[config.mk]
export PLATFORM = sky130hd
export DESIGN_NAME = llsc_reservation_unit
export DESIGN_NICKNAME = d
export VERILOG_FILES = /design/src/rtl/llsc_pkg.sv /design/src/rtl/llsc_node_resv.sv /design/src/rtl/llsc_home_dir.sv /design/src/rtl/llsc_reservation_unit.sv
export SDC_FILE = /design/constraint.sdc
export NUM_CORES = 1
export LEC_CHECK = 0
export BUFFER_PORTS_ARGS = -buffer_cell sky130_fd_sc_hd__buf_2
export CAP_MARGIN = 20
export CORE_ASPECT_RATIO = 1.4
export CORE_MARGIN = 2
export CORE_UTILIZATION = 40
export DETAILED_ROUTE_END_ITERATION = 16
export PLACE_DENSITY_LB_ADDON = 0.05
export SYNTH_ARGS = -nofsm -noshare
export SYNTH_HDL_FRONTEND = slang
export SYNTH_HIERARCHICAL = 1
export SYNTH_SLANG_ARGS = --single-unit
[constraint.sdc]
create_clock -name clk -period 2.33 [get_ports clk]
set_input_delay 0.3495 -clock clk [delete_from_list [all_inputs] [get_ports clk]]
set_output_delay 0.3495 -clock clk [all_outputs]
set_load 0.01 [all_outputs]
[src/rtl/llsc_pkg.sv]
// Package: shared encodings for the reservation unit.
// Assumes line addresses are already aligned by the cache.
package llsc_pkg;
    typedef enum logic [1:0] {
        DIR_UNCACHED  = 2'd0,
        DIR_SHARED    = 2'd1,
        DIR_EXCLUSIVE = 2'd2
    } dir_state_e;

    localparam logic OP_LL = 1'b0;
    localparam logic OP_SC = 1'b1;
endpackage

[src/rtl/llsc_node_resv.sv]
// Node-side reservation: holds one flag and one line address, decides a
// store-conditional locally or forwards it to home and waits for the reply.
// Assumes cpu_valid only while cpu_ready, and resp_valid only while waiting.
module llsc_node_resv
    import llsc_pkg::*;
#(
    parameter int ADDR_W = 8
) (
    input  logic              clk,
    input  logic              rst_n,
    input  logic              cpu_valid,
    input  logic              cpu_op,
    input  logic [ADDR_W-1:0] cpu_addr,
    input  logic              cpu_line_excl,
    input  logic              drop_valid,
    input  logic [ADDR_W-1:0] drop_addr,
    input  logic              resp_valid,
    input  logic              resp_ok,
    output logic              cpu_ready,
    output logic              cpu_done,
    output logic              cpu_sc_ok,
    output logic              fwd_valid,
    output logic [ADDR_W-1:0] fwd_addr,
    output logic              resv_valid,
    output logic [ADDR_W-1:0] resv_addr
);
    typedef enum logic {N_IDLE, N_WAIT} node_state_e;
    node_state_e state;

    logic accept;
    logic drop_hits_resv;
    logic drop_hits_req;
    logic resv_live;

    // Purpose: decode this cycle's acceptance and reservation match.
    assign accept         = cpu_valid && (state == N_IDLE);
    assign drop_hits_resv = drop_valid && (drop_addr == resv_addr);
    assign drop_hits_req  = drop_valid && (drop_addr == cpu_addr);
    assign resv_live      = resv_valid && !drop_hits_resv && (resv_addr == cpu_addr);
    assign cpu_ready      = (state == N_IDLE);

    // Purpose: reservation update, local decision and wait for home reply.
    always_ff @(posedge clk) begin
        if (!rst_n) begin
            state      <= N_IDLE;
            cpu_done   <= 1'b0;
            cpu_sc_ok  <= 1'b0;
            fwd_valid  <= 1'b0;
            fwd_addr   <= '0;
            resv_valid <= 1'b0;
            resv_addr  <= '0;
        end else begin
            cpu_done  <= 1'b0;
            fwd_valid <= 1'b0;
            if (drop_hits_resv) begin
                resv_valid <= 1'b0;
            end
            case (state)
                N_IDLE: begin
                    if (accept) begin
                        if (cpu_op == OP_LL) begin
                            resv_addr  <= cpu_addr;
                            resv_valid <= !drop_hits_req;
                            cpu_done   <= 1'b1;
                            cpu_sc_ok  <= 1'b0;
                        end else if (!resv_live || cpu_line_excl) begin
                            cpu_done   <= 1'b1;
                            cpu_sc_ok  <= resv_live;
                            resv_valid <= 1'b0;
                        end else begin
                            fwd_valid <= 1'b1;
                            fwd_addr  <= cpu_addr;
                            state     <= N_WAIT;
                        end
                    end
                end
                N_WAIT: begin
                    if (resp_valid) begin
                        cpu_done   <= 1'b1;
                        cpu_sc_ok  <= resp_ok;
                        resv_valid <= 1'b0;
                        state      <= N_IDLE;
                    end
                end
                default: state <= N_IDLE;
            endcase
        end
    end
endmodule

[src/rtl/llsc_home_dir.sv]
// Home-side decision: looks up the directory entry of a forwarded
// store-conditional, grants it only when the line is shared, and then
// writes the entry exclusive and invalidates the other sharers.
// Assumes dir_rd_ack is high only while dir_rd_valid is high.
module llsc_home_dir
    import llsc_pkg::*;
#(
    parameter int ADDR_W    = 8,
    parameter int NUM_NODES = 4,
    parameter int NODE_ID   = 1
) (
    input  logic                 clk,
    input  logic                 rst_n,
    input  logic                 fwd_valid,
    input  logic [ADDR_W-1:0]    fwd_addr,
    output logic                 dir_rd_valid,
    output logic [ADDR_W-1:0]    dir_rd_addr,
    input  logic                 dir_rd_ack,
    input  logic [1:0]           dir_rd_state,
    input  logic [NUM_NODES-1:0] dir_rd_sharers,
    output logic                 dir_wr_valid,
    output logic [ADDR_W-1:0]    dir_wr_addr,
    output logic [1:0]           dir_wr_state,
    output logic [NUM_NODES-1:0] dir_wr_sharers,
    output logic                 inv_valid,
    output logic [ADDR_W-1:0]    inv_addr,
    output logic [NUM_NODES-1:0] inv_mask,
    output logic                 resp_valid,
    output logic                 resp_ok
);
    localparam logic [NUM_NODES-1:0] SELF_MASK = NUM_NODES'(1) << NODE_ID;

    typedef enum logic {H_IDLE, H_LOOK} home_state_e;
    home_state_e       hstate;
    logic [ADDR_W-1:0] req_addr;
    logic [NUM_NODES-1:0] others;
    logic              grant;

    // Purpose: decision terms from the acknowledged directory entry.
    assign grant  = (dir_rd_state == DIR_SHARED);
    assign others = dir_rd_sharers & ~SELF_MASK;

    // Purpose: drive request addresses and the fixed ownership write value.
    assign dir_rd_valid   = (hstate == H_LOOK);
    assign dir_rd_addr    = req_addr;
    assign dir_wr_addr    = req_addr;
    assign inv_addr       = req_addr;
    assign dir_wr_state   = DIR_EXCLUSIVE;
    assign dir_wr_sharers = SELF_MASK;

    // Purpose: lookup sequencing and one-cycle result pulses.
    always_ff @(posedge clk) begin
        if (!rst_n) begin
            hstate       <= H_IDLE;
            req_addr     <= '0;
            resp_valid   <= 1'b0;
            resp_ok      <= 1'b0;
            dir_wr_valid <= 1'b0;
            inv_valid    <= 1'b0;
            inv_mask     <= '0;
        end else begin
            resp_valid   <= 1'b0;
            dir_wr_valid <= 1'b0;
            inv_valid    <= 1'b0;
            case (hstate)
                H_IDLE: begin
                    if (fwd_valid) begin
                        req_addr <= fwd_addr;
                        hstate   <= H_LOOK;
                    end
                end
                H_LOOK: begin
                    if (dir_rd_ack) begin
                        resp_valid   <= 1'b1;
                        resp_ok      <= grant;
                        dir_wr_valid <= grant;
                        inv_valid    <= grant && (others != '0);
                        inv_mask     <= others;
                        hstate       <= H_IDLE;
                    end
                end
                default: hstate <= H_IDLE;
            endcase
        end
    end
endmodule

[src/rtl/llsc_reservation_unit.sv]
// Top: one node's load-linked/store-conditional reservation joined to the
// home directory decision for its forwarded store-conditionals.
// Assumes the processor waits for cpu_ready and the directory answers once.
module llsc_reservation_unit #(
    parameter int ADDR_W    = 8,
    parameter int NUM_NODES = 4,
    parameter int NODE_ID   = 1
) (
    input  logic                 clk,
    input  logic                 rst_n,
    input  logic                 cpu_valid,
    input  logic                 cpu_op,
    input  logic [ADDR_W-1:0]    cpu_addr,
    input  logic                 cpu_line_excl,
    input  logic                 drop_valid,
    input  logic [ADDR_W-1:0]    drop_addr,
    output logic                 cpu_ready,
    output logic                 cpu_done,
    output logic                 cpu_sc_ok,
    output logic                 dir_rd_valid,
    output logic [ADDR_W-1:0]    dir_rd_addr,
    input  logic                 dir_rd_ack,
    input  logic [1:0]           dir_rd_state,
    input  logic [NUM_NODES-1:0] dir_rd_sharers,
    output logic                 dir_wr_valid,
    output logic [ADDR_W-1:0]    dir_wr_addr,
    output logic [1:0]           dir_wr_state,
    output logic [NUM_NODES-1:0] dir_wr_sharers,
    output logic                 inv_valid,
    output logic [ADDR_W-1:0]    inv_addr,
    output logic [NUM_NODES-1:0] inv_mask
);
    logic              fwd_valid;
    logic [ADDR_W-1:0] fwd_addr;
    logic              resp_valid;
    logic              resp_ok;
    logic              resv_valid;
    logic [ADDR_W-1:0] resv_addr;

    llsc_node_resv #(.ADDR_W(ADDR_W)) u_node (
        .clk(clk), .rst_n(rst_n),
        .cpu_valid(cpu_valid), .cpu_op(cpu_op), .cpu_addr(cpu_addr),
        .cpu_line_excl(cpu_line_excl),
        .drop_valid(drop_valid), .drop_addr(drop_addr),
        .resp_valid(resp_valid), .resp_ok(resp_ok),
        .cpu_ready(cpu_ready), .cpu_done(cpu_done), .cpu_sc_ok(cpu_sc_ok),
        .fwd_valid(fwd_valid), .fwd_addr(fwd_addr),
        .resv_valid(resv_valid), .resv_addr(resv_addr)
    );

    llsc_home_dir #(.ADDR_W(ADDR_W), .NUM_NODES(NUM_NODES), .NODE_ID(NODE_ID)) u_home (
        .clk(clk), .rst_n(rst_n),
        .fwd_valid(fwd_valid), .fwd_addr(fwd_addr),
        .dir_rd_valid(dir_rd_valid), .dir_rd_addr(dir_rd_addr),
        .dir_rd_ack(dir_rd_ack), .dir_rd_state(dir_rd_state),
        .dir_rd_sharers(dir_rd_sharers),
        .dir_wr_valid(dir_wr_valid), .dir_wr_addr(dir_wr_addr),
        .dir_wr_state(dir_wr_state), .dir_wr_sharers(dir_wr_sharers),
        .inv_valid(inv_valid), .inv_addr(inv_addr), .inv_mask(inv_mask),
        .resp_valid(resp_valid), .resp_ok(resp_ok)
    );
endmodule

== Word level (Yosys, flattened, before mapping) ==
Index checks and enable logic that the tools add are counted.
Word-level totals
  logic and storage cells: 70
  register bits: 37
  bits of input ports: 29
Cells by class
  reductions and logical operators: 19
  muxes and demuxes: 25
  eq/ne operators: 7
  bitwise gates (word level): 5
Operators with widths (count)
  == test 8 bit: 3
  two-way mux 1 bit: 20
  one-hot mux 1 bit (2 select lines): 5
  AND reduction 3 bit: 3
  logical AND 1 bit: 6
  AND reduction 2 bit: 3
  NOT 1 bit: 5
  inequality test 2 x 1 -> 1 bit, second input constant: 2
  AND reduction 4 bit: 1
  nonzero test 4 bit: 1
  logical NOT 1 bit: 3
  inequality test 3 x 2 -> 1 bit, second input constant: 1
  == test 2 x 1 -> 1 bit, second input constant: 1
  OR reduction 2 bit: 1
  logical OR 1 bit: 1

== Longest topological paths before layout ==
Gate-level depths: netlist of run 1.
  word-level depth: 11
  depth in mapped cells: 6

== Cells and area by module ==
The synthesis of run 1 kept the hierarchy.
Modules (own cells, without submodules)
  llsc_node_resv: times used 1, area each 1189.9 um^2, seq. area each 420.4 um^2, cells each 142
  llsc_home_dir: times used 1, area each 763.2 um^2, seq. area each 320.3 um^2, cells each 87

== Least setup slack after synthesis of run 1 ==
OpenSTA, ideal clock, no wires.
  path type: in2reg
  start point: in cpu_addr[3]
  end point: reg u_node.fwd_addr[0]
  buffers on the path: 1
  slack: 622 ps
  data arrival time: 1576 ps
  stages on the path: 6
  data required time: 2198 ps
  path through: xnor2_1 > nand3_2 > or4_1 > clkbuf_1 > o31ai_1 > a21oi_1
Between the ends
  longest elaborated chain between the ends: 6
Ends and longest elaborated chain
  start, declared: line llsc_reservation_unit.sv:13  | input logic [ADDR_W-1:0] cpu_addr,
  == test 8 bit: line llsc_node_resv.sv:39  | assign resv_live = resv_valid && !drop_hits_resv && (resv_addr == cpu_addr);
  logical AND 1 bit: line llsc_node_resv.sv:39
  logical NOT 1 bit: line llsc_node_resv.sv:66  | end else if (!resv_live || cpu_line_excl) begin
  logical OR 1 bit: line llsc_node_resv.sv:66
  NOT 1 bit (no source line)
  AND reduction 4 bit (no source line)
  end signal, assigned: line llsc_node_resv.sv:72  | fwd_addr <= cpu_addr;
  end, declared: line llsc_node_resv.sv:23  | output logic [ADDR_W-1:0] fwd_addr,
Every way passes these cells.
A chain may end at the register's enable or synchronous reset.

== Worst setup path in the final report of run 1 ==
  start point: reg u_node.resv_addr[0]
  end point: reg u_node.fwd_addr[0]
Between the ends
  longest elaborated chain between the ends: 9
Ends and longest elaborated chain
  start, declared: line llsc_node_resv.sv:25  | output logic [ADDR_W-1:0] resv_addr
  start signal, assigned: line llsc_node_resv.sv:62  | resv_addr <= cpu_addr;
  == test 8 bit: line llsc_node_resv.sv:37  | assign drop_hits_resv = drop_valid && (drop_addr == resv_addr);
  logical AND 1 bit: line llsc_node_resv.sv:37
  logical NOT 1 bit: line llsc_node_resv.sv:39
  logical AND 1 bit: line llsc_node_resv.sv:39
  logical AND 1 bit (*): line llsc_node_resv.sv:39
  logical NOT 1 bit (*): line llsc_node_resv.sv:66
  logical OR 1 bit (*): line llsc_node_resv.sv:66
  NOT 1 bit (no source line) (*)
  AND reduction 4 bit (no source line) (*)
Mark *: on every way between the ends. The rest lies on a longest branch, timed or not.

==> flow_metrics.env, run 1 <==
export IMPL_syn_cell_area_mm2=0.00195
export IMPL_ios=69
export IMPL_grt_max_degree=22
export IMPL_finalCriticalPeriod_ns=1.87
export IMPL_ys_dominant_reg_cell="dfxtp_1"
export IMPL_cts_num_sinks=37
export IMPL_postCtsHoldBufs=0
export IMPL_numCtsBuffers=5
export IMPL_r2r_start="u_node/resv_addr[0]"
export IMPL_place_inst=330
export IMPL_cts_resized_gates=0
export IMPL_fp_dieW_um=63.1
export IMPL_max_cap_violations=0
export IMPL_grt_pass1_vias=1577
export IMPL_avgViaCountPerCell=4.95
export IMPL_tightest_slew_ns=0.580
export IMPL_portBuffers=60
export IMPL_drt_iter0_markers=60
export IMPL_powerDensity_mw_per_mm2=547
export IMPL_setup_viol=0
export IMPL_drc=0
export IMPL_hold_start="dir_rd_state[1]"
export IMPL_grt_setup_unrepaired="no"
export IMPL_crit_required_ns=2.50
export IMPL_crit_fanout=8
export IMPL_ys_ff_latch=37
export IMPL_power_leakage_nw=0.904
export IMPL_yosys_warnings=6
export IMPL_holdCritPathClass="in -> reg"
export IMPL_synthTopCellsByCount="dfxtp_1 (37), nand2_1 (34), buf_4 (24)"
export IMPL_seq_area_frac_synth_pct=37.9
export IMPL_critical_path_class="reg -> reg"
export IMPL_start_util_pct=41.0
export IMPL_synthArstFlopShare_pct=0
export IMPL_grt_usage_pct=17.0
export IMPL_grt_overflow=0
export IMPL_rows=30
export IMPL_outcome="finished clean"
export IMPL_fin_crit_sh_pct=80.5
export IMPL_design_core_area_mm2=0.00477
export IMPL_yosys_area_top_type="dfxtp_1"
export IMPL_wl_per_cell_um=12.8
export IMPL_areaGrowthSynthToFinish_pct=15.6
export IMPL_synth_mux_area_fraction_pct=0
export IMPL_layout_nets=302
export IMPL_synth_area_leaders="dfxtp_1 (38%), buf_4 (9.2%), xnor2_1 (7.6%)"
export IMPL_n_antenna_cell=0
export IMPL_hold_viol_final=0
export IMPL_setup_tns_ns=0
export IMPL_hpwl_um=3330
export IMPL_synth_most_common_cell="dfxtp_1"
export IMPL_hold_depth=2
export IMPL_ys_types=41
export IMPL_clkLatencyLatePin_ns=0.29
export IMPL_fin_worst_skew_ns=0.00375
export IMPL_vdd_ir_drop_max_v=0.000354
export IMPL_final_layout_size_suffix_gt1_share_pct=28.5
export IMPL_h_tree_depth=2
export IMPL_r2r_slack_ns=0.46
export IMPL_vias=1673
export IMPL_rr_endpoint="u_node/fwd_addr[0]"
export IMPL_worstPathArrival_ns=2.05
export IMPL_synth_edf_count=0
export IMPL_routed_wl_um=4320
export IMPL_dieArea_mm2=0.00547
export IMPL_antenna_left=0
export IMPL_synth_top_area_share_pct=37.9
export IMPL_cts_tree="done"
export IMPL_drt_first_pass_iters=3
export IMPL_finalMaxSlewViolations=0
export IMPL_worstSetupStartpoint="u_node/resv_addr[0]"
export IMPL_crit_path_start_kind="flip-flop"
export IMPL_gp_congestion=0.825
export IMPL_max_freq_mhz=533
export IMPL_reg2regPathDepth=5
export IMPL_grt_pass1_wl_um=7270
export IMPL_holdPathEnd="u_home/dir_wr_valid"
export IMPL_end_kind="flip-flop"
export IMPL_synth_top_family_by_area="compound AO/OA/AOI/OAI gates"
export IMPL_cts_root_buf="clkbuf_8"
export IMPL_die_y_um=86.7
export IMPL_cts_setup_buffers=0
export IMPL_synth_area_per_cell_um2=8.53
export IMPL_synth_xor_area_share_pct=10.8
export IMPL_grt_antenna_before_repair=0
export IMPL_path_clk_slew_ns=0.07
export IMPL_holdWs_ns=0.255
export IMPL_synth_compound_area_share_pct=19.9
export IMPL_synth_simple_gate_area_share_pct=19.4
export IMPL_stdcell_count=338
export IMPL_relSlewSlack_pct=61.2
export IMPL_synth_fa_ha_area_share_pct=0
export IMPL_synthCells=229
export IMPL_clockBufferDepth=2
-- placed cells by master (no fill, tap or decap), types with 3 or more instances in the layout --
master,n
a21boi_0,3
nand3_1,6
nand2_1,34
a21oi_1,16
a21boi_1,9
clkbuf_8,5
buf_2,60
nor2_1,3
dfxtp_1,37
xor2_1,7
o21ai_0,8
o31ai_1,9
nand4_1,12
xnor2_1,17
conb_1,7
buf_4,5
-- power breakdown --
part / internal (mW) / switching (mW) / total (mW)
registers: 0.642 / 0.00844 / 0.650
clock network: 0.207 / 0.220 / 0.427
logic: 0.0640 / 0.0935 / 0.158
-- critical path: stages, from the launching register on --
cell,delay [ns]
dfxtp_1,0.34
xnor2_1,0.23
nand4_1,0.22
or4_1,0.61
o31ai_1,0.26
a21oi_1,0.09
-- metrics by stage --
stage | worst slack (ns) | util, % | cell area, µm² | total power, mW
floorplan | 0.622 | - | 1970 | 0.764
global placement | 0.287 | 45.6 | 2170 | 0.824
detailed placement | 0.298 | 45.6 | 2170 | 0.824
CTS | 0.462 | 47.3 | 2260 | 1.26
global route | 0.193 | 47.3 | 2260 | 1.30
finish | 0.455 | 47.3 | 2260 | 1.24
-- cell families after synthesis --
kind of cell | count (synthesis)
flops | 37
xor+xnor | 24
buf+inv | 36
other cells | 2
compound gates | 57
simple gates | 73
-- worst max-delay path by stage --
stage	end	cells past startpoint
floorplan	u_node/fwd_addr[0]	6
global placement	u_node/fwd_addr[0]	6
detailed placement	u_node/fwd_addr[0]	6
CTS	u_node/fwd_addr[0]	5
global route	u_node/fwd_addr[1]	5
finish	u_node/fwd_addr[0]	5
-- cell type report --
| cell class | instances | area (µm²) |
|---|---|---|
| clock buffers | 6 | 72.6 |
| clock inverters | 2 | 10.0 |
| fillers | 521 | 2510 |
| inverters | 3 | 11.3 |
| multi-input cells | 161 | 1000 |
| flip-flops and latches | 37 | 741 |
| well taps | 64 | 80.1 |
| repair buffers | 65 | 338 |
-- flip-flops by register name, summed over array words and instances (netlist names) --
register             flops
u_home/dir_rd_addr       8
u_node/cpu_sc_ok         1
u_node/state             1
u_home/dir_rd_valid      1
u_node/cpu_done          1
u_node/resv_addr         8
u_home/inv_mask          3
u_home/resp_valid        1
u_home/resp_ok           1
u_node/fwd_addr          8
u_node/resv_valid        1
u_home/inv_valid         1
u_node/fwd_valid         1
u_home/dir_wr_valid      1
-- routing by layer --
metal / track usage [%] / wire [µm] / up-vias
met5: 0 / 0 / -
met4: 6.06 / 65 / 0
met3: 4.03 / 184 / 6
met2: 31.7 / 2260 / 44
met1: 18.5 / 1810 / 763
li1: - / - / 860
Note: power is estimated with default switching activity, not from simulation.
==> run 2, diff against run 1 <==
Settings changed: ABC_AREA set to 1.
Clock period 2.33 ns to 1.65 ns, I/O delays scaled along.
==> run 2 against run 1 <==
Against the previous run:
- combinational power is 60% higher
- clock skew shrank 0.00064 ns
- worst setup slack got worse by 0.36 ns
- first-iteration DRC count shrank 8.3%
- die area up 5.0%
- flip-flop and latch count is the same
- design area up 10%
- final cell count is 27% higher
- largest power group unchanged
- count of clock-buffer cells in the layout unchanged
- sequential share of layout area decreased by 2.5 points
- global-route usage fell by 0.94 points
==> flow_metrics.env, run 2 <==
export IMPL_crit_path_top_delay_cell="dfxtp_2"
export IMPL_drt_first_pass_iters=4
export IMPL_portBuffers=60
export IMPL_yosys_warnings=6
export IMPL_stdcell_area_mm2=0.00248
export IMPL_path_buf_inv=2
export IMPL_path_clk_slew_ns=0.07
export IMPL_antenna_left=0
export IMPL_powerDensity_mw_per_mm2=723
export IMPL_avgViaCountPerCell=4.40
export IMPL_clockBufferDepth=2
export IMPL_cts_num_sinks=37
export IMPL_fp_dieW_um=64.6
export IMPL_routed_wl_um=4400
export IMPL_syn_cell_area_mm2=0.00206
export IMPL_grt_setup_unrepaired="yes"
export IMPL_hold_viol_final=0
export IMPL_postCtsHoldBufs=0
export IMPL_worstPathArrival_ns=1.74
export IMPL_max_cap_violations=0
export IMPL_final_layout_size_suffix_gt1_share_pct=31.7
export IMPL_ios=69
export IMPL_die_y_um=88.8
export IMPL_power_mw=1.80
export IMPL_grt_usage_pct=16.0
export IMPL_synth_area_leaders="dfxtp_1 (36%), nand2_1 (14%), nor2_1 (9.1%)"
export IMPL_crit_required_ns=1.84
export IMPL_crit_fanout=6
export IMPL_grt_pass1_wl_um=7140
export IMPL_outcome="finished clean"
export IMPL_areaGrowthSynthToFinish_pct=20.8
export IMPL_synth_area_per_cell_um2=6.63
export IMPL_cp_common_cell="nor2_2"
export IMPL_fin_crit_sh_pct=94.1
export IMPL_numCtsBuffers=5
export IMPL_n_antenna_cell=0
export IMPL_drc=0
export IMPL_place_area_mm2=0.00231
export IMPL_setup_viol=0
export IMPL_synthArstFlopShare_pct=0
export IMPL_grt_overflow=0
export IMPL_holdWs_ns=0.162
export IMPL_ys_dominant_reg_cell="dfxtp_1"
export IMPL_cts_tree="done"
export IMPL_drt_iter0_markers=55
export IMPL_crit_path_max_incr_delay_ns=0.35
export IMPL_grt_max_degree=15
export IMPL_dieArea_mm2=0.00574
export IMPL_holdCritPathClass="in -> reg"
export IMPL_cts_root_buf="clkbuf_8"
export IMPL_gp_congestion=0.796
export IMPL_ys_types=31
export IMPL_final_core_util_pct=50.5
export IMPL_rows=30
export IMPL_setup_tns_ns=0
export IMPL_design_core_area_mm2=0.00492
export IMPL_vdd_ir_drop_max_v=0.000340
export IMPL_synthTopCellsByCount="nand2_1 (77), nor2_1 (50), inv_1 (40)"
export IMPL_start_util_pct=41.8
export IMPL_crit_path_start_kind="flip-flop"
export IMPL_wl_per_cell_um=10.2
export IMPL_end_kind="flip-flop"
export IMPL_cp_top_family="simple AND/OR/NAND/NOR gates"
export IMPL_crit_chain="inv_2 -> nand2_1 -> nand2_1 -> nor2_2 -> nand3_2 -> nor2_2 -> nor2_2 -> nand2_2 -> nor2_8 -> buf_6 -> o21ai_1 -> nor2_1"
export IMPL_synth_top_area_share_pct=36.0
export IMPL_synth_edf_count=0
export IMPL_power_leakage_nw=1.33
export IMPL_clkLatencyLatePin_ns=0.29
export IMPL_max_freq_mhz=644
export IMPL_yosys_area_top_type="dfxtp_1"
export IMPL_h_tree_depth=2
export IMPL_fin_worst_skew_ns=0.00312
export IMPL_grt_antenna_before_repair=0
export IMPL_final_common_cell="nand2_1"
export IMPL_seq_area_frac_synth_pct=36.0
export IMPL_synth_most_common_cell="nand2_1"
export IMPL_mostFrequentLayoutCells="nand2_1 (75), buf_2 (60), nor2_1 (42)"
export IMPL_finalCriticalPeriod_ns=1.55
export IMPL_grt_pass1_vias=1681
export IMPL_critical_path_class="reg -> reg"
export IMPL_hpwl_um=3390
export IMPL_synthCells=310
export IMPL_ys_ff_latch=37
export IMPL_vias=1894
export IMPL_layout_nets=394
export IMPL_finalMaxSlewViolations=0
## run 2: per-stage QoR
| step | instances | setup WS [ns] |
|---|---|---|
| 6_report | 430 | 0.0972 |
| 5_1_grt | 430 | -0.0279 |
| 4_1_cts | 425 | 0.0319 |
| 3_5_place_dp | 417 | 0.0212 |
| 3_3_place_gp | 417 | 0.0393 |
| 2_1_floorplan | 315 | 0.271 |
## run 2: worst paths after layout
path / startpoint / endpoint / slack (ns) / depth (start not counted)
worst max-delay path: u_node/resv_addr[5] / u_node/fwd_addr[4] / 0.1 / 12
worst min-delay path: dir_rd_sharers[0] / u_home/inv_mask[0] / 0.16 / 3
worst max register to register: u_node/resv_addr[5] / u_node/fwd_addr[4] / 0.1 / 12
worst min register to register: u_home/inv_mask[2] / u_home/inv_mask[2] / 0.47 / 2
## run 2: where the power goes
part	switching (mW)	leakage (nW)	internal, mW
Clock	0.324	0.0450	0.293
Sequential	0.0144	0.303	0.912
Combinational	0.151	0.983	0.101
## run 2: logic make-up after synthesis
logic type	after synthesis	share of synthesized area, %
AOI/OAI and AO/OA	35	9.19
DFF	37	36.0
xor gates and xnor gates	5	2.13
and+or+nand+nor	161	34.8
buffers and inverters	70	17.5
other	2	0.365
## run 2: area by class of cell
cell class,count,area (µm²)
fillers,532,2430
multi-input cells,208,1010
flip-flops and latches,37,752
repair buffers,70,395
inverters,43,166
well taps,64,80.1
clock buffers,6,72.6
clock inverters,2,10.0
## run 2: layer usage
metal / routed length [µm] / global-route usage, %
met4: 82 / 7.54
met2: 2230 / 29.1
met5: 0 / 0
met3: 183 / 2.67
met1: 1910 / 18.3
## run 2: timing repair
item | CTS | global route
hold endpoints to repair | 0 | 0
setup buffers | 0 | 5
setup endpoints to repair | 0 | 12
gates resized for setup | 0 | 29
## run 2: tightest hold or removal path, delay by kind of cell
kind	cells	cell delay (ns)
buffers and inverters	1	0.09
AND/OR/NAND/NOR	2	0.09
==> run 3, diff against run 2 <==
Settings changed: CORE_MARGIN 2 to 4.
==> run 3 against run 2 <==
Against the previous run:
- global-route usage decreased by 1.6 points
- count of clock-buffer cells in the layout unchanged
- die area increased by 11%
- non-clock buffer count decreased by 6
- design area decreased by 1.1%
- worst hold slack improved by 0.0032 ns
- critical endpoint is now u_node/fwd_addr[3]
==> flow_metrics.env, run 3 (synthesis gave the netlist of run 2 again) <==
export IMPL_worstPathArrival_ns=1.74
export IMPL_design_core_area_mm2=0.00492
export IMPL_cp_common_cell="nor2_1"
export IMPL_final_core_util_pct=50.0
export IMPL_start_util_pct=41.8
export IMPL_powerDensity_mw_per_mm2=808
export IMPL_place_area_mm2=0.00230
export IMPL_finalMaxSlewViolations=0
export IMPL_crit_required_ns=1.83
export IMPL_power_leakage_nw=1.31
export IMPL_setup_viol=0
export IMPL_avgViaCountPerCell=4.42
export IMPL_stdcell_area_mm2=0.00246
export IMPL_ios=69
export IMPL_grt_antenna_before_repair=0
export IMPL_holdWs_ns=0.165
export IMPL_portBuffers=60
export IMPL_grt_pass1_wl_um=7130
export IMPL_vdd_ir_drop_max_v=0.000502
export IMPL_numCtsBuffers=5
export IMPL_reg2regPathDepth=12
export IMPL_grt_overflow=0
export IMPL_areaGrowthSynthToFinish_pct=19.5
export IMPL_path_clk_slew_ns=0.08
export IMPL_holdCritPathClass="in -> reg"
export IMPL_grt_setup_unrepaired="yes"
export IMPL_routed_wl_um=4490
export IMPL_fp_dieW_um=68.6
export IMPL_fin_crit_sh_pct=94.6
export IMPL_clkLatencyLatePin_ns=0.28
export IMPL_h_tree_depth=2
export IMPL_fin_worst_skew_ns=0.00719
export IMPL_final_common_cell="nand2_1"
export IMPL_grt_max_degree=22
export IMPL_n_antenna_cell=0
export IMPL_hpwl_um=3470
export IMPL_max_freq_mhz=641
export IMPL_dieArea_mm2=0.00637
export IMPL_hold_viol_final=0
export IMPL_drt_iter0_markers=57
export IMPL_cts_num_sinks=37
export IMPL_setup_tns_ns=0
export IMPL_mostFrequentLayoutCells="nand2_1 (77), buf_2 (60), nor2_1 (44)"
export IMPL_critical_path_class="reg -> reg"
export IMPL_max_cap_violations=0
export IMPL_grt_usage_pct=14.5
export IMPL_crit_path_max_incr_delay_ns=0.33
export IMPL_wl_per_cell_um=10.6
export IMPL_rows=30
export IMPL_drt_first_pass_iters=4
export IMPL_antenna_left=0
export IMPL_vias=1879
export IMPL_crit_path_start_kind="flip-flop"
export IMPL_gp_congestion=0.815
export IMPL_grt_pass1_vias=1704
export IMPL_finalCriticalPeriod_ns=1.56
export IMPL_drc=0
export IMPL_die_y_um=92.8
export IMPL_final_layout_size_suffix_gt1_share_pct=27.7
export IMPL_clockBufferDepth=2
export IMPL_crit_fanout=10
export IMPL_outcome="finished clean"
export IMPL_cts_root_buf="clkbuf_8"
export IMPL_cts_tree="done"
export IMPL_crit_chain="inv_1 -> nand2_1 -> nand2_1 -> nor2_1 -> nand3_1 -> nor2_2 -> nor2_2 -> nand2_2 -> nor2_8 -> inv_6 -> nor2_1 -> nor2_1"
export IMPL_hold_depth=3
export IMPL_crit_path_top_delay_cell="dfxtp_2"
export IMPL_end_kind="flip-flop"
export IMPL_layout_nets=389
## run 3: power breakdown
part	internal, mW	switching [mW]	total [mW]
Clock	0.492	0.329	0.821
Sequential	0.912	0.0127	0.925
Combinational	0.0929	0.148	0.241
Total	1.50	0.490	1.99
## run 3: path summary, 6_finish.rpt
path | start | endpoint | slack, ns
min reg2reg | u_home/inv_mask[2] | u_home/inv_mask[2] | 0.47
min | dir_rd_sharers[0] | u_home/inv_mask[0] | 0.16
max | u_node/resv_addr[1] | u_node/fwd_addr[3] | 0.09
max reg2reg | u_node/resv_addr[1] | u_node/fwd_addr[3] | 0.09
## run 3: area by class of cell
type / instances / area, µm²
Fill cell: 543 / 2460
Multi-Input combinational cell: 209 / 1000
Sequential cell: 37 / 748
Timing Repair Buffer: 64 / 343
Inverter: 43 / 166
Clock buffer: 6 / 82.6
Tap cell: 64 / 80.1
Clock inverter: 2 / 37.5
## run 3: worst max-delay path: cells and delay by family, from the launching register on
family                 cells  cell delay (ns)
buffers and inverters      2             0.16
AND/OR/NAND/NOR           10             0.96
flip-flops                 1             0.33
## run 3: through the flow
stage                     power, mW  worst slack [ns]  std cells
final                          1.99            0.0890        425
after global routing           2.08           -0.0117        425
after CTS                      2.00            0.0139        423
after detailed placement       1.18            0.0150        415
after floorplan                1.10             0.271        315
after global placement         1.18            0.0258        415
## run 3: timing repair
item                       4_1_cts  5_1_grt
setup buffers                    0        1
resized for setup                0       13
hold buffers                     0        0
setup endpoints to repair        0        9
## run 3: per-layer routing
metal	up-vias	wire length, µm	part of all wire [%]	global-route usage, %
met2	57	2250	50	25.1
met4	0	44	0.98	4.64
li1	1023	-	-	-
met1	795	1880	42	17.0
met3	4	307	6.8	3.16
met5	-	0	0	0
